<file path="config.mk">
export PLATFORM = sky130hd
export DESIGN_NAME = flash_mode_ctl
export DESIGN_NICKNAME = d
export VERILOG_FILES = /design/src/rtl/flash_mode_pkg.sv /design/src/rtl/flash_wr_gate.sv /design/src/rtl/flash_ctl_reg.sv /design/src/rtl/flash_mode_decode.sv /design/src/rtl/flash_mode_ctl.sv
export SDC_FILE = /design/constraint.sdc
export NUM_CORES = 1
export LEC_CHECK = 0
export BUFFER_PORTS_ARGS = -buffer_cell sky130_fd_sc_hd__buf_4
export CAP_MARGIN = 0
export CELL_PAD_IN_SITES_DETAIL_PLACEMENT = 0
export CELL_PAD_IN_SITES_GLOBAL_PLACEMENT = 2
export CORE_MARGIN = 8
export CORE_UTILIZATION = 22
export CTS_BUF_LIST = sky130_fd_sc_hd__clkbuf_4 sky130_fd_sc_hd__clkbuf_8
export CTS_CLUSTER_DIAMETER = 120
export DETAILED_ROUTE_END_ITERATION = 8
export MAX_ROUTING_LAYER = met4
export PLACE_DENSITY = 0.76
export RECOVER_POWER = 100
export SLEW_MARGIN = 20
export SYNTH_ARGS = -nofsm -noshare
export SYNTH_HDL_FRONTEND = slang
export SYNTH_SLANG_ARGS = --single-unit
</file>
<file path="constraint.sdc">
create_clock -name clk -period 1.28 [get_ports clk]
set_input_delay 0.064 -clock clk [delete_from_list [all_inputs] [get_ports clk]]
set_output_delay 0.064 -clock clk [all_outputs]
set_load 0.05 [all_outputs]
</file>
<file path="src/rtl/flash_mode_pkg.sv">
package flash_mode_pkg;

  // Register geometry; bit positions are decoded by software and the sequencer.
  localparam int REG_W    = 8;
  localparam int CTL_W    = REG_W - 1;   // software-held bits 6..0
  localparam int B_PIN    = 7;
  localparam int B_SWEN   = 6;
  localparam int B_ESET   = 5;
  localparam int B_PSET   = 4;
  localparam int B_EVER   = 3;
  localparam int B_PVER   = 2;
  localparam int B_ERS    = 1;
  localparam int B_PRG    = 0;

  typedef logic [CTL_W-1:0] ctl_t;

  // Bits that must not rise together with the erase setup bit.
  localparam ctl_t ESET_CLASH = ctl_t'((1 << B_SWEN) | (1 << B_PSET) | (1 << B_EVER) |
                                       (1 << B_PVER) | (1 << B_ERS)  | (1 << B_PRG));

  // Prerequisite mask for bit idx: every bit of the mask must already be 1.
  function automatic ctl_t prereq_mask(input int idx);
    ctl_t m;
    m = '0;
    if (idx == B_SWEN)      m = '0;
    else if (idx == B_ERS)  m = ctl_t'((1 << B_SWEN) | (1 << B_ESET));
    else if (idx == B_PRG)  m = ctl_t'((1 << B_SWEN) | (1 << B_PSET));
    else                    m = ctl_t'(1 << B_SWEN);
    return m;
  endfunction

  typedef struct packed {
    logic prg;
    logic ers;
    logic pver;
    logic ever;
  } mode_t;

endpackage

</file>
<file path="src/rtl/flash_wr_gate.sv">
module flash_wr_gate
  import flash_mode_pkg::*;
(
  input  ctl_t cur_q,
  input  ctl_t wdata,
  input  logic wr_ok,
  output ctl_t load_mask,
  output logic reject
);

  ctl_t rising;

  always_comb begin
    rising = wdata & ~cur_q;
    reject = rising[B_ESET] & (|(rising & ESET_CLASH));
  end

  for (genvar i = 0; i < CTL_W; i++) begin : g_bit
    localparam ctl_t PRE = prereq_mask(i);
    assign load_mask[i] = wr_ok & ~reject & ((cur_q & PRE) == PRE);
  end

endmodule

</file>
<file path="src/rtl/flash_ctl_reg.sv">
module flash_ctl_reg
  import flash_mode_pkg::*;
(
  input  logic clk,
  input  logic hold_n,
  input  logic init,
  input  ctl_t load_mask,
  input  ctl_t wdata,
  output ctl_t ctl_q
);

  for (genvar i = 0; i < CTL_W; i++) begin : g_ff
    always_ff @(posedge clk or negedge hold_n) begin
      if (!hold_n)
        ctl_q[i] <= 1'b0;
      else if (init)
        ctl_q[i] <= 1'b0;
      else if (load_mask[i])
        ctl_q[i] <= wdata[i];
    end
  end

endmodule

</file>
<file path="src/rtl/flash_mode_decode.sv">
module flash_mode_decode
  import flash_mode_pkg::*;
(
  input  ctl_t  ctl_q,
  output mode_t mode
);

  always_comb begin
    mode.prg  = ctl_q[B_SWEN] & ctl_q[B_PRG];
    mode.ers  = ctl_q[B_SWEN] & ctl_q[B_ERS];
    mode.pver = ctl_q[B_SWEN] & ctl_q[B_PVER];
    mode.ever = ctl_q[B_SWEN] & ctl_q[B_EVER];
  end

endmodule

</file>
<file path="src/rtl/flash_mode_ctl.sv">
module flash_mode_ctl
  import flash_mode_pkg::*;
(
  input  logic             clk,
  input  logic             rst_n,
  input  logic             hw_standby,
  input  logic             sw_standby,
  input  logic             wp_pin,
  input  logic             flash_en,
  input  logic             wr_stb,
  input  logic [REG_W-1:0] wr_data,
  output logic [REG_W-1:0] rd_data,
  output logic             program_active,
  output logic             erase_active,
  output logic             pverify_active,
  output logic             everify_active
);

  ctl_t  ctl_q;
  ctl_t  load_mask;
  logic  reject;
  logic  hold_n;
  logic  wr_ok;
  mode_t mode;

  // The pin acts as an asynchronous clear alongside power-on reset.
  assign hold_n = rst_n & wp_pin;
  assign wr_ok  = wr_stb & flash_en & wp_pin;

  flash_wr_gate u_gate (
    .cur_q     (ctl_q),
    .wdata     (wr_data[CTL_W-1:0]),
    .wr_ok     (wr_ok),
    .load_mask (load_mask),
    .reject    (reject)
  );

  flash_ctl_reg u_reg (
    .clk       (clk),
    .hold_n    (hold_n),
    .init      (hw_standby | sw_standby),
    .load_mask (load_mask),
    .wdata     (wr_data[CTL_W-1:0]),
    .ctl_q     (ctl_q)
  );

  flash_mode_decode u_dec (
    .ctl_q (ctl_q),
    .mode  (mode)
  );

  assign rd_data        = flash_en ? {wp_pin, ctl_q} : '0;
  assign program_active = mode.prg;
  assign erase_active   = mode.ers;
  assign pverify_active = mode.pver;
  assign everify_active = mode.ever;

endmodule

</file>
**After elaboration in Yosys (flattened, before gate mapping)**

Cells that the tools add are included.

- Memories kept: 0
- Memory bits (writable): 0
- Bits in latches: 0
- Memory bits (read-only): 0
- Bits in registers: 7
- Input port bits: 15

- Muxes and demuxes: 15
- Divide/modulo/power cells: 0
- Bitwise operators: 16
- Multiply operators: 0
- Add/subtract/negate cells: 0
- Shifts and indexed selects: 0
- Reductions and logical operators: 5
- Equality and inequality tests: 2
- $lt $le $gt $ge: 0

Operator list:

| kind | count |
|---|---|
| 1-bit two-way mux | 14 |
| 1-bit AND | 12 |
| 8-bit two-way mux | 1 |
| 2-bit nonzero test | 4 |
| 7-bit AND | 1 |
| 7-bit inverter | 1 |
| 6-bit OR reduction | 1 |
| 2-bit == test (second input constant) | 2 |
| 1-bit inverter | 1 |
| 1-bit OR | 1 |

**Logic depth before layout (Yosys ltp)**

- Depth after elaboration: 9
- Gate-level depth with buffers: 5
- Gate-level depth less buffers: 5

**Hierarchy**

Synthesis repeated with hierarchy kept, for this count alone.

- Cells, all modules: 60
- Area total of the unflattened synthesis: 529.3 um^2

Modules (own cells, without submodules):

| module | cells an instance | times used | area each (um^2) | sequential area each (um^2) |
|---|---|---|---|---|
| flash_ctl_reg | 21 | 1 | 271.5 | 175.2 |
| flash_wr_gate | 24 | 1 | 153.9 | 0.0 |
| flash_mode_ctl | 11 | 1 | 78.8 | 0.0 |
| flash_mode_decode | 4 | 1 | 25.0 | 0.0 |

**Worst setup path after synthesis**

OpenSTA, ideal clock, no wires.

- Path type: register to register
- Start: register u_reg.ctl_q[5]
- End: register u_reg.ctl_q[2]
- Slack: -0.126 ns
- Cell stages (with the launch flop): 6
- Data required time: 1.159 ns
- Data arrival time: 1.285 ns
- Cell sequence: dfrtp_1 -> or2b_1 -> or2b_1 -> a21boi_2 -> mux2i_1 -> nor2_1

- Cells in the longest elaborated chain, start to end: 7

Ends and longest elaborated chain:

| what | RTL line | source |
|---|---|---|
| start: declaration | flash_ctl_reg.sv:9 | `output ctl_t ctl_q` |
| start signal: indexed assignment | flash_ctl_reg.sv:19 | `ctl_q[i] <= wdata[i];` |
| 7-bit inverter | flash_wr_gate.sv:14 | `rising = wdata & ~cur_q;` |
| 7-bit AND | flash_wr_gate.sv:14 |  |
| 1-bit AND | flash_wr_gate.sv:15 | `reject = rising[B_ESET] & (\|(rising & ESET_CLASH));` |
| 1-bit inverter | flash_wr_gate.sv:20 | `assign load_mask[i] = wr_ok & ~reject & ((cur_q & PRE) == PRE);` |
| 1-bit AND (2 in series) | flash_wr_gate.sv:20 |  |
| 2-bit nonzero test (no line) | - |  |

No other way between the ends.
A chain may end at the register's enable or synchronous reset.

**Final worst setup path**

- Start: register u_reg.ctl_q[6]
- End: register u_reg.ctl_q[4]

- Cells in the longest elaborated chain, start to end: 8

Ends and longest elaborated chain:

| what | RTL line |
|---|---|
| 7-bit inverter | flash_wr_gate.sv:14 |
| 7-bit AND | flash_wr_gate.sv:14 |
| 6-bit OR reduction | flash_wr_gate.sv:15 |
| 1-bit AND | flash_wr_gate.sv:15 |
| 1-bit inverter | flash_wr_gate.sv:20 |
| 1-bit AND | flash_wr_gate.sv:20 |
| 1-bit AND (*) | flash_wr_gate.sv:20 |
| 2-bit nonzero test (no line) (*) | - |

Every way passes the cells marked *; elsewhere a longest branch is shown, timed or not.

==> impl_metrics.ini <==
[outcome]
status = finished with violations
failed_checks = setup timing

[placed_design]
dp_hpwl_mm = 1.34
dp_slack_ps = -248
port_buffers = 25
gp_congestion = 0.766

[sta]
layout_setup_ws_ps = -164
max_freq_ghz = 0.693
worstMarginPinSlew_ps = 608
drv_slew = 0
relSlewSlack_pct = 59.6
fin_skew_ps = 0.270
setup_viol = 10
period_needed_ps = 1440
grt_setup_unrepaired = true
finalCritPeriodShare_pct = 113
hold_viol_final = 0

[floorplan]
die_area_mm2 = 0.00408
die_h_um = 63.9
die_w_um = 63.9
fp.coreArea_mm2 = 0.00219
core.rowCount = 17
io_pins = 27
start_util_pct = 23.0

[hold_path]
hold_class = in2reg

[yosys]
yosysSeqAreaShare_pct = 34.7
syn_inst = 54
avgSynthCellArea_um2 = 9.34
yosys_warnings = 0
yosys.cell_types.count = 20
synth_seq_cells = 7
synth_nets = 69
synth_area_um2 = 504

[pwr]
p_per_area_mw_per_mm2 = 595
irDropWorstVdd_mv = 0.553
p_leak_nw = 0.460
p_total_mw = 0.537

[cells_and_area]
final_common_cell = buf_4
largest_reg_flops = 7
final_cell_mix = 26 x buf_4, 9 x clkbuf_4, 7 x and2_1
drive_gt1_share_pct = 52.5
n_antenna_cell = 0
utilization_pct = 41.2
nets = 115
top_regs = u_reg.ctl_q: 7 flops
fill_cells = 233
syn_to_final_growth_pct = 78.9
regMostFlops = u_reg.ctl_q

[routing]
ant_nets = 0
firstDrtPassIters = 4
wl_per_cell_um = 12.6
vias_per_cell = 4.13
drc_errors = 0
num_vias = 524
wirelength_mm = 1.60
first_iter_violations = 10

[critical_path]
critical_path_class = reg2reg
cp.depth = 5
crit_arrival_ps = 1580
crit_fanout = 6
worstPathRequired_ps = 1420
r2r-end = u_reg.ctl_q[4]$_DFFE_PN0P_
end_kind = flip-flop
crit_family = simple AND/OR/NAND/NOR gates
reg2reg_depth = 5
cp_num_buf_inv = 0
r2r-start = u_reg.ctl_q[6]$_DFFE_PN0P_
critPathLaunchType = flip-flop
crit_start = u_reg.ctl_q[6]$_DFFE_PN0P_
timing.critical_path.cells = nand4_1, and3b_2, a21boi_4, mux2i_1, nor2_1
max_stage_delay_ps = 430
crit_slowest_cell = dfrtp_2
critPathCapture = u_reg.ctl_q[4]$_DFFE_PN0P_
rrSetupSlack_ps = -160

[grt]
grt_start_max_net_pins = 9
grt_pass1_vias = 597
grt_pass1_wl_mm = 2.74
antenna_found_initial = 0
grtUsageTotal_pct = 8.60
overflow = 0

[clocking]
worstSkewPairLatency_ps = 250
tritoncts = done
numCtsBuffers = 3
cts_max_level = 1
cts_root_buffer = clkbuf_4
cts.sinks = 7
max-clock-path-buffers = 2
clk_pin_slew_ps = 50

[flow_run]
max_cap_viol_count = 0
-- cells by family (layout without fill, tap and decap cells) --
family / Yosys count / in the layout / synth area share, %
flip-flops: 7 / 7 / 34.7
multiplexers: 5 / 5 / 9.93
AO/OA/AOI/OAI: 7 / 7 / 14.9
AND/OR/NAND/NOR: 33 / 33 / 39.0
buffers and inverters: 2 / 47 / 1.49
-- layout make-up --
| cell class | instances | area [um^2] | area share, % |
|---|---|---|---|
| inverter | 2 | 7.51 | 0.832 |
| tap | 28 | 35.0 | 3.88 |
| timing repair buffer | 41 | 315 | 35.0 |
| clock buffer | 4 | 30.0 | 3.33 |
| multi-input combinational | 45 | 338 | 37.4 |
| sequential | 7 | 176 | 19.6 |
-- per-layer routing --
metal	vias up	wire length, um	global-route usage (%)
li1	272	-	-
met1	230	712	9.68
met2	18	755	13.6
met3	4	96	3.14
met4	0	30	3.34
met5	-	0	-
-- what timing repair did --
item / CTS / global route
endpoints found under the setup margin: 11 / 11
gates cloned: 0 / 0
endpoints found under the hold margin: 7 / 0
hold buffers: 2 / 0
gates resized for setup: 6 / 2
pin swaps: 2 / 5
buffers inserted: 1 / 1
-- per-stage QoR --
stage	TNS [ps]	instance area (um^2)	cells	hold slack, ps
2_1_floorplan	-440	512	54	-55.9
3_3_place_gp	-906	832	120	103
3_5_place_dp	-1400	832	120	94.3
4_1_cts	-1330	907	127	60.8
5_1_grt	-2020	902	127	69.3
6_report	-1210	902	127	65.0
-- cell usage after synthesis --
master / count / area, um^2
a21boi_2: 1 / 11.3
o31ai_1: 2 / 15.0
dfrtp_1: 7 / 175
nand2_1: 3 / 11.3
or2b_1: 2 / 15.0
mux2i_1: 5 / 50.1
and2_1: 8 / 50.1
or2_1: 1 / 6.26
and2_2: 5 / 37.5
and3b_1: 1 / 8.76
a2111oi_4: 1 / 27.5
o211ai_1: 2 / 15.0
nand4_1: 1 / 6.26
inv_1: 2 / 7.51
nor2b_2: 1 / 8.76
nor2_1: 7 / 26.3
and2b_1: 1 / 7.51
a31oi_1: 1 / 6.26
nand2b_1: 2 / 12.5
nor2b_1: 1 / 6.26
-- worst reg2reg max path: cells and delay by family, from the launching register on --
family,cells,cell delay (ps)
flops,1,430
mux,1,220
simple gates,3,440
compound gates,1,260
-- how the worst min path moves through the flow --
stage                          start                         end  slack [ps]  depth (start not counted)
final                     wr_data[2]  u_reg.ctl_q[2]$_DFFE_PN0P_          70                          3
after global routing      wr_data[2]  u_reg.ctl_q[2]$_DFFE_PN0P_          70                          3
after CTS                 wr_data[2]  u_reg.ctl_q[2]$_DFFE_PN0P_          60                          3
after detailed placement       rst_n  u_reg.ctl_q[1]$_DFFE_PN0P_          90                          2
after global placement         rst_n  u_reg.ctl_q[1]$_DFFE_PN0P_         100                          2
after floorplan               wp_pin  u_reg.ctl_q[0]$_DFFE_PN0P_         -60                          1
-- power by group --
part           internal [mW]  switching (mW)  total, mW
combinational         0.0472          0.0446     0.0918
clock                  0.140          0.0829      0.223
sequential             0.222        0.000335      0.222
Power figures use the tool's default switching activity.
